`config.mk`:
```
export PLATFORM = sky130hd
export DESIGN_NAME = stim_ctl_decoder
export DESIGN_NICKNAME = d
export VERILOG_FILES = /design/src/rtl/stim_ctl_pkg.sv /design/src/rtl/stim_ctl_classify.sv /design/src/rtl/stim_ctl_fanout.sv /design/src/rtl/stim_ctl_seq.sv /design/src/rtl/stim_ctl_decoder.sv
export SDC_FILE = /design/constraint.sdc
export NUM_CORES = 1
export LEC_CHECK = 0
export BUFFER_PORTS_ARGS = -buffer_cell sky130_fd_sc_hd__buf_2
export CAP_MARGIN = 20
export CORE_AREA = 10 10 54 56
export DETAILED_ROUTE_END_ITERATION = 12
export DIE_AREA = 0 0 64 66
export PLACE_DENSITY = 0.72
export SYNTH_ARGS = -nofsm -noshare
export SYNTH_HDL_FRONTEND = slang
export SYNTH_SLANG_ARGS = --single-unit
```
`constraint.sdc`:
```
create_clock -name clk -period 1.8 [get_ports clk]
set_input_delay 0.18 -clock clk [delete_from_list [all_inputs] [get_ports clk]]
set_output_delay 0.18 -clock clk [all_outputs]
set_load 0.02 [all_outputs]
```
`src/rtl/stim_ctl_pkg.sv`:
```
package stim_ctl_pkg;
    typedef enum logic [2:0] {
        OP_NOP,
        OP_RESET,
        OP_SELFTEST,
        OP_CALIB,
        OP_ZERO,
        OP_BAD
    } op_e;

    typedef enum logic [1:0] {
        ST_IDLE,
        ST_RST_HOLD,
        ST_RST_MARK
    } st_e;
endpackage

```
`src/rtl/stim_ctl_classify.sv`:
```
module stim_ctl_classify
    import stim_ctl_pkg::*;
#(
    parameter int NUM_CH = 4,
    parameter int CH_W   = $clog2(NUM_CH + 1),
    parameter int CODE_W = 16
) (
    input  logic [CH_W-1:0]   chan,
    input  logic [CODE_W-1:0] code,
    output op_e               op,
    output logic              glb
);
    always_comb begin
        glb = (chan == '0);
        if (int'(chan) > NUM_CH) begin
            op = OP_BAD;
        end else begin
            unique case (code)
                CODE_W'(0): op = OP_NOP;
                CODE_W'(1): op = OP_RESET;
                CODE_W'(2): op = OP_SELFTEST;
                CODE_W'(3): op = OP_CALIB;
                CODE_W'(4): op = OP_ZERO;
                default:    op = OP_BAD;
            endcase
        end
    end
endmodule

```
`src/rtl/stim_ctl_fanout.sv`:
```
module stim_ctl_fanout
    import stim_ctl_pkg::*;
#(
    parameter int NUM_CH = 4,
    parameter int CH_W   = $clog2(NUM_CH + 1)
) (
    input  logic              clk,
    input  logic              rst_n,
    input  logic              fire,
    input  op_e               op,
    input  logic              glb,
    input  logic [CH_W-1:0]   chan,
    output logic              stim_rst,
    output logic [NUM_CH-1:0] rst_v,
    output logic [NUM_CH-1:0] st_v,
    output logic [NUM_CH-1:0] cal_v,
    output logic [NUM_CH-1:0] zr_v
);
    assign stim_rst = fire && glb && (op == OP_RESET);

    for (genvar i = 0; i < NUM_CH; i++) begin : g_ch
        logic sel;
        assign sel      = fire && (glb || (chan == CH_W'(i + 1)));
        assign rst_v[i] = sel && (op == OP_RESET);
        assign st_v[i]  = sel && (op == OP_SELFTEST);
        assign cal_v[i] = sel && (op == OP_CALIB);
        assign zr_v[i]  = sel && (op == OP_ZERO);

        // one action per channel per cycle
        p_one_action_r13: assert property (@(posedge clk) disable iff (!rst_n)
            $onehot0({rst_v[i], st_v[i], cal_v[i], zr_v[i]}));
    end
endmodule

```
`src/rtl/stim_ctl_seq.sv`:
```
module stim_ctl_seq
    import stim_ctl_pkg::*;
#(
    parameter int NUM_CH  = 4,
    parameter int CH_W    = $clog2(NUM_CH + 1),
    parameter int RST_CYC = 3
) (
    input  logic              clk,
    input  logic              rst_n,
    input  logic              fire,
    input  op_e               op,
    input  logic              glb,
    input  logic [CH_W-1:0]   chan,
    output logic              idle,
    output logic              invalid_cmd,
    output logic              stim_was_reset,
    output logic [NUM_CH-1:0] chan_was_reset
);
    localparam int CNT_W = $clog2(RST_CYC + 1);

    st_e             st, st_nx;
    logic [CNT_W-1:0] cnt, cnt_nx;
    logic            tgt_glb;
    logic [CH_W-1:0] tgt_ch;
    logic            inv_q;

    always_ff @(posedge clk) begin
        if (!rst_n) begin
            st      <= ST_IDLE;
            cnt     <= '0;
            tgt_glb <= 1'b0;
            tgt_ch  <= '0;
            inv_q   <= 1'b0;
        end else begin
            st  <= st_nx;
            cnt <= cnt_nx;
            if (fire) begin
                inv_q <= (op == OP_BAD);
                if (op == OP_RESET) begin
                    tgt_glb <= glb;
                    tgt_ch  <= chan;
                end
            end
        end
    end

    always_comb begin
        st_nx  = st;
        cnt_nx = '0;
        unique case (st)
            ST_IDLE: begin
                if (fire && (op == OP_RESET)) st_nx = ST_RST_HOLD;
            end
            ST_RST_HOLD: begin
                if (cnt == CNT_W'(RST_CYC - 1)) st_nx = ST_RST_MARK;
                else                           cnt_nx = cnt + 1'b1;
            end
            ST_RST_MARK: st_nx = ST_IDLE;
            default:     st_nx = ST_IDLE;
        endcase
    end

    always_comb begin
        idle           = (st == ST_IDLE);
        invalid_cmd    = inv_q;
        stim_was_reset = (st == ST_RST_MARK) && tgt_glb;
        for (int i = 0; i < NUM_CH; i++) begin
            chan_was_reset[i] = (st == ST_RST_MARK) &&
                                (tgt_glb || (tgt_ch == CH_W'(i + 1)));
        end
    end

    // has-been-reset is a single-cycle pulse
    p_mark_pulse_r12: assert property (@(posedge clk) disable iff (!rst_n)
        (|chan_was_reset) |=> !(|chan_was_reset));
endmodule

```
`src/rtl/stim_ctl_decoder.sv`:
```
module stim_ctl_decoder
    import stim_ctl_pkg::*;
#(
    parameter int NUM_CH  = 4,
    parameter int CH_W    = $clog2(NUM_CH + 1),
    parameter int CODE_W  = 16,
    parameter int RST_CYC = 3
) (
    input  logic              clk,
    input  logic              rst_n,
    input  logic              cmd_valid,
    input  logic [CH_W-1:0]   cmd_chan,
    input  logic [CODE_W-1:0] cmd_code,
    output logic              stim_rst,
    output logic [NUM_CH-1:0] chan_rst,
    output logic [NUM_CH-1:0] chan_selftest,
    output logic [NUM_CH-1:0] chan_calib,
    output logic [NUM_CH-1:0] chan_zero,
    output logic              invalid_cmd,
    output logic              stim_was_reset,
    output logic [NUM_CH-1:0] chan_was_reset
);
    op_e  op;
    logic glb;
    logic idle;
    logic fire;

    assign fire = cmd_valid && idle;

    stim_ctl_classify #(.NUM_CH(NUM_CH), .CH_W(CH_W), .CODE_W(CODE_W)) u_cls (
        .chan(cmd_chan), .code(cmd_code), .op(op), .glb(glb)
    );

    stim_ctl_fanout #(.NUM_CH(NUM_CH), .CH_W(CH_W)) u_fan (
        .clk(clk), .rst_n(rst_n), .fire(fire), .op(op), .glb(glb),
        .chan(cmd_chan), .stim_rst(stim_rst), .rst_v(chan_rst),
        .st_v(chan_selftest), .cal_v(chan_calib), .zr_v(chan_zero)
    );

    stim_ctl_seq #(.NUM_CH(NUM_CH), .CH_W(CH_W), .RST_CYC(RST_CYC)) u_seq (
        .clk(clk), .rst_n(rst_n), .fire(fire), .op(op), .glb(glb),
        .chan(cmd_chan), .idle(idle), .invalid_cmd(invalid_cmd),
        .stim_was_reset(stim_was_reset), .chan_was_reset(chan_was_reset)
    );

    // nothing fires while the reset sequence runs
    p_busy_quiet_r11: assert property (@(posedge clk) disable iff (!rst_n)
        !idle |-> !(stim_rst || (|chan_rst) || (|chan_selftest) ||
                    (|chan_calib) || (|chan_zero)));

    // a module reset reaches every channel
    p_global_rst_r2: assert property (@(posedge clk) disable iff (!rst_n)
        stim_rst |-> (&chan_rst));

    // open-range codes raise the invalid flag
    p_open_range_r8: assert property (@(posedge clk) disable iff (!rst_n)
        (cmd_valid && idle && (cmd_code >= CODE_W'(256))) |=> invalid_cmd);
endmodule

```
-- Word level (Yosys, flattened, before mapping)
Cells that the tools add are included.
- flip-flop bits (word level): 9
- memory bits (read-only): 0
- memories: 0
- output and inout port bits: 23
- latch bits: 0
- bits of input ports: 22
- RAM bits: 0
- multipliers: 0
- add/subtract/negate cells: 1
- shift operators: 0
- eq/ne operators: 22
- reduce and logical (&&, ||, !) cells: 43
- divide/modulo/power cells: 0
- magnitude comparators: 1
- bitwise logic cells: 2
- mux-type cells: 5
- operators with widths (operator ; count):
    $eq A16 B2 Y1 const B ; 2
    $logic_and A1 B1 Y1 ; 29
    $eq A3 B2 Y1 const B ; 6
    $eq A16 B1 Y1 const B ; 1
    $eq A16 B3 Y1 const B ; 1
    $logic_not A16 Y1 ; 1
    $pmux W3 S5 ; 1
    $eq A3 B3 Y1 const B ; 4
    $eq A3 B1 Y1 const B ; 3
    $logic_or A1 B1 Y1 ; 8
    $eq A2 B2 Y1 const B ; 2
    $mux W2 ; 2
    $ne A2 B1 Y1 const B ; 2
    $pmux W2 S2 ; 1
    $reduce_and A2 Y1 ; 2
    $gt A3 B3 Y1 const B ; 1
    $logic_not A3 Y1 ; 1
    $mux W3 ; 1
    $reduce_or A3 Y1 ; 1
    $add A2 B1 Y2 const B ; 1
    $eq A2 B1 Y1 const B ; 1
    $logic_not A2 Y1 ; 1
    $not A1 Y1 ; 2

-- Depth between registers and ports, before layout
Gate-level depths: netlist of run 1.
- word-level depth: 7
- depth in mapped cells: 6

-- Hierarchy
From an unflattened synthesis of run 1, not the netlist that was laid out.
- cell total of the unflattened synthesis: 86
- area total of the unflattened synthesis: 699.4 um^2
- by module, submodules not included (module ; sequential area each (um^2) ; area each (um^2) ; cells an instance ; times used):
    stim_ctl_seq ; 180.2 ; 435.4 ; 47 ; 1
    stim_ctl_fanout ; 0.0 ; 175.2 ; 27 ; 1
    stim_ctl_classify ; 0.0 ; 82.6 ; 11 ; 1
    stim_ctl_decoder ; 0.0 ; 6.3 ; 1 ; 1

-- Worst setup path before layout of run 1
Ideal clock, no wire load.
- kind: input port to output port
- from: in cmd_code[3]
- to: out stim_rst
- path buffers: 0
- cell stages on the path: 4
- arrival time: 1.752 ns
- path slack: -0.132 ns
- required time: 1.620 ns
- cells stage by stage: or4_1 nor3_4 nand3_1 nor3_1
- word-level cells in the longest chain between the ends: 5
- elaborated cells on any way between the ends: 9
- classes of those cells: eq/ne: 5; mux: 2; reduce/logical: 2
- ends and longest elaborated chain (element ; line ; source):
    from (decl) ; stim_ctl_decoder.sv:13 ; input logic [CODE_W-1:0] cmd_code,
    $eq A16 B3 Y1, or another cell as far along ; stim_ctl_classify.sv:18 ; unique case (code)
    $pmux W3 S5 (*) ; stim_ctl_classify.sv:18 ;
    $mux W3 (*) ; stim_ctl_classify.sv:15 ; if (int'(chan) > NUM_CH) begin
    $eq A3 B1 Y1 (*) ; stim_ctl_fanout.sv:19 ; assign stim_rst = fire && glb && (op == OP_RESET);
    $logic_and A1 B1 Y1 (*) ; stim_ctl_fanout.sv:19 ;
    to (decl) ; stim_ctl_decoder.sv:14 ; output logic stim_rst,
Every way passes the cells marked *; elsewhere a longest branch is shown, timed or not.

-- Worst setup path in the final report of run 1
- from: reg u_seq.st[1]
- to: out chan_calib[3]
- word-level cells in the longest chain between the ends: 4
- ends and longest elaborated chain (element ; line ; source):
    from (decl) ; stim_ctl_seq.sv:21 ; st_e st, st_nx;
    from (signal assigned) ; stim_ctl_seq.sv:35 ; st <= st_nx;
    $logic_not A2 Y1 ; stim_ctl_seq.sv:64 ; idle = (st == ST_IDLE);
    $logic_and A1 B1 Y1 ; stim_ctl_decoder.sv:28 ; assign fire = cmd_valid && idle;
    $logic_and A1 B1 Y1 ; stim_ctl_fanout.sv:23 ; assign sel = fire && (glb || (chan == CH_W'(i + 1)));
    $logic_and A1 B1 Y1 ; stim_ctl_fanout.sv:26 ; assign cal_v[i] = sel && (op == OP_CALIB);
    to (decl) ; stim_ctl_decoder.sv:17 ; output logic [NUM_CH-1:0] chan_calib,
No other way between the ends.

==> out/metrics.cfg, run 1 <==
[status]
status = finished, violations left
violations = negative setup slack

[sta]
fmax_mhz = 541
slew_headroom = 0.716
period_share = 1.03
tightest_slew_ns = 0.420
slew_viol_final = 0
setup_viol = 15
rsz0062_at_grt = true
setup_ws_ns = -0.0480
hold_viol_final = 0
finClkSkew_ns = 0.00318
finalCriticalPeriod_ns = 1.85

[cells_and_area]
syn_to_final_growth_pct = 62.1
nets = 162
drive_gt1_frac = 0.500
num_antenna_cells = 0

[placed_design]
dp_hpwl_um = 1810
dp_slack_ns = -0.0895
gp_congestion = 0.809
port_buffers = 44

[hold_path]
min_to = u_seq.tgt_ch[0]$_SDFFE_PN0P_
hold_start = cmd_chan[0]
hp-class = primary input to flip-flop
min_path_cells = 3

[setup_path]
worstSetupEndpointType = output port
r2r_end = u_seq.tgt_glb$_SDFFE_PN0P_
rrSetupSlack_ns = 0.09
cp_data_required_time_ns = 1.62
crit_arrival_ns = 1.67
crit_type = flip-flop to output port
critPathLaunchType = flip-flop
reg2reg_from = u_seq.st[1]$_SDFFE_PN0P_
ff2ff_path_depth = 4
crit_fanout = 6

[floorplan]
core-area_sq_mm = 0.00190
start_util = 0.344
die_width_um = 64
die_area_sq_mm = 0.00422
io_pins = 45
die_y_um = 66
rows = 16

[clock_network]
cts_max_level = 1
clockBufferDepth = 2
cts_made_buffers = 3
clk_latency_ns = 0.26
hold_buffers = 0
clk_pin_slew_ns = 0.06
clockRootBuffer = clkbuf_4
cts_tree = yes
clock_sinks = 9

[power_and_ir_drop]
p_total_uw = 423
p_sw_uw = 101
clock_power_share = 0.357
power.density_mw_per_mm2 = 398
internal_power_uw = 321
sw_frac_of_total = 0.240
combPwrFrac = 0.165
ir_drop_mv = 0.356
power_leakage_nw = 0.449
p_seq_frac = 0.477

[global_route]
grt_pass1_wl_um = 3710
grt_use_total = 0.108
grt_start_max_net_pins = 13
grt_pass1_vias = 853
grt_overflow = 0
antenna_found_initial = 0

[routing]
routed_wl_um = 2310
drc = 0
final_antenna_net_count = 0
first_iter_violations = 25
avgViaCountPerCell = 4.93
dr.pass1.iters = 4
wl_per_cell_um = 14.0
routed-via-count = 814

[yosys]
netlist_area_sq_um = 654
synth_area_per_cell_sq_um = 7.27
seq_area_frac_synth = 0.275
yosys_register_bits = 9
yosysWarnings = 0
synth_fp_nets = 113
yosysUniqueCellTypes = 35
synthCells = 90

[job]
drv_cap = 0

[Yosys cell counts]
cell / n / share of area
nand2_1: 8 / 0.046
nand4b_1: 1 / 0.013
and2b_2: 1 / 0.013
nand3_1: 2 / 0.015
nand4_1: 2 / 0.019
o211a_1: 1 / 0.015
or3_1: 1 / 0.0096
or3_2: 3 / 0.034
nand3b_1: 1 / 0.011
nor2b_1: 2 / 0.019
xor2_1: 1 / 0.013
or4_1: 2 / 0.023
mux2i_1: 3 / 0.046
clkbuf_2: 1 / 0.0076
a31oi_1: 1 / 0.0096
nor3_4: 1 / 0.025
nor3_1: 3 / 0.023
nor3b_1: 2 / 0.023
o21ai_0: 2 / 0.015
or3b_1: 2 / 0.027
buf_2: 1 / 0.0076
ha_1: 1 / 0.019
dfxtp_1: 9 / 0.28
or2b_1: 1 / 0.011
inv_1: 3 / 0.017
o22ai_2: 1 / 0.019
clkbuf_1: 2 / 0.011
and4_1: 2 / 0.027
nor2_1: 22 / 0.13
and3_1: 1 / 0.0096
nor4_1: 1 / 0.0096
and2_1: 1 / 0.0096
o21a_1: 1 / 0.011
nor4b_1: 1 / 0.013
a21oi_1: 3 / 0.023
[state kept, by name (all words and copies together), names as in the netlist]
register and flops:
u_seq.cnt 2, u_seq.st 2, u_seq.invalid_cmd 1, u_seq.tgt_glb 1, u_seq.tgt_ch 3
[metrics by stage]
step           setup TNS (ns)  hold WS (ns)  instance area, sq um   util  cells
2_1_floorplan               0         0.322                   659      -     90
3_3_place_gp           -0.293         0.404                   926  0.487    161
3_5_place_dp           -0.440         0.410                   926  0.487    161
4_1_cts                -0.163         0.212                  1030  0.543    165
5_1_grt                 -1.31         0.213                  1060  0.558    165
6_report               -0.234         0.219                  1060  0.558    165
[critical path, cell delays in order (launching register included)]
cell	delay [ns]
dfxtp_2	0.32
or3b_4	0.41
or3_4	0.38
nor2_1	0.13
buf_4	0.16
[area by class of cell]
type | instances | area [sq um]
multi-input cells | 74 | 493
well taps | 27 | 33.8
clock buffers | 4 | 26.3
repair buffers | 48 | 314
flip-flops and latches | 9 | 183
inverters | 3 | 11.3
fillers | 184 | 841
[kinds of logic after synthesis]
family                     share of synthesized area
adders and majority gates                     0.0191
and+or+nand+nor                                0.509
buffers and inverters                         0.0440
muxes                                         0.0459
AOI/OAI and AO/OA                             0.0937
DFF                                            0.275
xor gates and xnor gates                      0.0134
[power by group through the flow]
stage	registers (mW)	logic, mW	clock network, mW
final	0.202	0.0699	0.151
after global routing	0.201	0.0765	0.175
after CTS	0.202	0.0671	0.159
after detailed placement	0.206	0.0605	0
after global placement	0.206	0.0594	0
after floorplan	0.208	0.0239	0
[routing by layer]
metal	GRT usage	up-vias	share of wire
li1	-	412	-
met4	0.0355	0	0.0091
met3	0.0441	2	0.058
met2	0.219	16	0.57
met5	0	-	0
met1	0.0932	384	0.36
[timing repair]
action / 4_1_cts / 5_1_grt
pin swaps: 6 / 6
endpoints found under the setup margin: 17 / 17
resized for setup: 27 / 9
buffers inserted: 0 / 0
endpoints found under the hold margin: 0 / 0
gates cloned: 0 / 0
[placed cells by master (no fill, tap or decap), types with 3 or more instances in the layout]
| master | instances |
|---|---|
| buf_2 | 26 |
| nor2_1 | 18 |
| buf_4 | 17 |
| nand2_1 | 8 |
| dfxtp_1 | 7 |
| buf_6 | 5 |
| or3_4 | 4 |
| nor2_2 | 4 |
| inv_1 | 3 |
| a21oi_1 | 3 |
| mux2i_1 | 3 |
| clkbuf_4 | 3 |
[how the worst max path moves through the flow]
stage / startpoint / slack (ns) / end
after floorplan: cmd_code[3] / 0.02 / stim_rst
after global placement: cmd_code[3] / -0.06 / stim_rst
after detailed placement: cmd_code[3] / -0.09 / stim_rst
after CTS: u_seq.st[1]$_SDFFE_PN0P_ / -0.05 / stim_rst
after global routing: cmd_code[3] / -0.11 / chan_calib[3]
final: u_seq.st[1]$_SDFFE_PN0P_ / -0.05 / chan_calib[3]
No activity file was read; power rests on OpenSTA's default activity.
==> run 2, diff against run 1 <==
--- a/config.mk
+++ b/config.mk
@@ -7,10 +7,10 @@
 export LEC_CHECK = 0
 export BUFFER_PORTS_ARGS = -buffer_cell sky130_fd_sc_hd__buf_2
 export CAP_MARGIN = 20
-export CORE_AREA = 10 10 54 56
+export CORE_AREA = 2 2 43 45
 export DETAILED_ROUTE_END_ITERATION = 12
-export DIE_AREA = 0 0 64 66
-export PLACE_DENSITY = 0.72
+export DIE_AREA = 0 0 45 47
+export PLACE_DENSITY = 0.78
 export SYNTH_ARGS = -nofsm -noshare
 export SYNTH_HDL_FRONTEND = slang
 export SYNTH_SLANG_ARGS = --single-unit
==> constraint.sdc (replaced) <==
create_clock -name clk -period 2.34 [get_ports clk]
set_input_delay 0.234 -clock clk [delete_from_list [all_inputs] [get_ports clk]]
set_output_delay 0.234 -clock clk [all_outputs]
set_load 0.02 [all_outputs]
==> out/metrics.cfg, run 2 (synthesis gave the netlist of run 1 again) <==
[sta]
setup_ws_ns = 0.261
slew_viol_final = 0
rsz0062_at_grt = false
setup_viol = 0
tightest_slew_ns = 0.347
hold_viol_final = 0
fin_setup_tns_ns = 0
finClkSkew_ns = 0.00267
finalCriticalPeriod_ns = 2.08
period_share = 0.889
slew_headroom = 0.768
fmax_mhz = 481
hold_slack_ns = 0.261

[power_and_ir_drop]
power_leakage_nw = 0.420
power.density_mw_per_mm2 = 351
ir_drop_mv = 0.204

[clock_network]
cts_resized = 0
clk_pin_slew_ns = 0.06
clockBufferDepth = 2
clockRootBuffer = clkbuf_4
clock_sinks = 9
post-cts-setup-buffers = 0
clk_latency_ns = 0.25
hold_buffers = 0
cts_tree = yes
cts_max_level = 1
cts_made_buffers = 3

[floorplan]
core-area_sq_mm = 0.00165
die_y_um = 47
start_util = 0.396
io_pins = 45
die_area_sq_mm = 0.00212
rows = 15
die_width_um = 45

[hold_path]
hp-class = primary input to flip-flop
hold_start = cmd_chan[1]

[global_route]
grt_start_max_net_pins = 13
grt_pass1_vias = 603
grt_overflow = 0
grt_use_total = 0.145
antenna_found_initial = 0
grt_pass1_wl_um = 2370

[cells_and_area]
final_common_cell = buf_2
final_cell_mix = buf_2 (44), nor2_1 (22), dfxtp_1 (9)
num_antenna_cells = 0
syn_to_final_growth_pct = 38.2
nets = 158
largest_reg_flops = 3
reg.largest.list = u_seq.tgt_ch x3, u_seq.cnt x2, u_seq.st x2
largest_register = u_seq.tgt_ch
instances_no_fill = 151
drive_gt1_frac = 0.396

[setup_path]
worstSetupEndpointType = output port
cp_data_required_time_ns = 2.11
startpoint = cmd_code[3]
reg2reg_from = u_seq.st[1]$_SDFFE_PN0P_
critPathLaunchType = primary input
crit_type = primary input to output port
crit_fanout = 7
crit_arrival_ns = 1.85

[status]
status = finished clean

[placed_design]
port_buffers = 44
gp_congestion = 0.687
dp_hpwl_um = 1350
dp_cells = 147
dp_slack_ns = 0.267

[routing]
dr.pass1.iters = 4
drc = 0
wl_per_cell_um = 10.5
avgViaCountPerCell = 5.09
routed_wl_um = 1590
final_antenna_net_count = 0
first_iter_violations = 19
routed-via-count = 768

[job]
drv_cap = 0

==> run 2: changes by cell type in the layout (fill, tap and decap cells not counted), sizes merged <==
cell and change:
buf -4
==> run 2: final cells by class <==
type / count / area [sq um]
flip-flops and latches: 9 / 180
repair buffers: 44 / 220
well taps: 17 / 21.3
multi-input cells: 74 / 445
clock buffers: 4 / 26.3
inverters: 3 / 11.3
fillers: 165 / 747
==> run 2: worst paths after layout <==
check / end / slack, ns / cells after the start
max: stim_rst / 0.26 / 6
min: u_seq.tgt_ch[1]$_SDFFE_PN0P_ / 0.26 / 3
max reg2reg: u_seq.tgt_glb$_SDFFE_PN0P_ / 0.59 / 4
min reg2reg: u_seq.cnt[0]$_SDFF_PP0_ / 0.45 / 1
==> run 2: critical path, cell delays in order <==
cell     delay, ns
buf_2         0.10
or4_1         0.57
nor3_4        0.28
nand3_1       0.24
nor3_1        0.23
buf_2         0.19
==> run 2: layer usage <==
metal | share of wire | vias to the layer above | GRT usage
met5 | 0 | - | 0
met4 | 0 | 0 | 0.0176
met3 | 0.081 | 0 | 0.0115
met2 | 0.48 | 32 | 0.269
met1 | 0.43 | 333 | 0.188
li1 | - | 403 | -
==> run 2: power by group <==
part           switching (mW)  internal [mW]
Sequential           0.000702          0.154
Clock                  0.0519         0.0656
Combinational          0.0229         0.0218
==> run 2: per-stage QoR <==
| step | cell area [sq um] | utilization | power (mW) |
|---|---|---|---|
| finish | 905 | 0.548 | 0.317 |
| global route | 905 | 0.548 | 0.332 |
| CTS | 905 | 0.548 | 0.321 |
| detailed placement | 878 | 0.532 | 0.203 |
| global placement | 878 | 0.532 | 0.202 |
| floorplan | 654 | - | 0.178 |
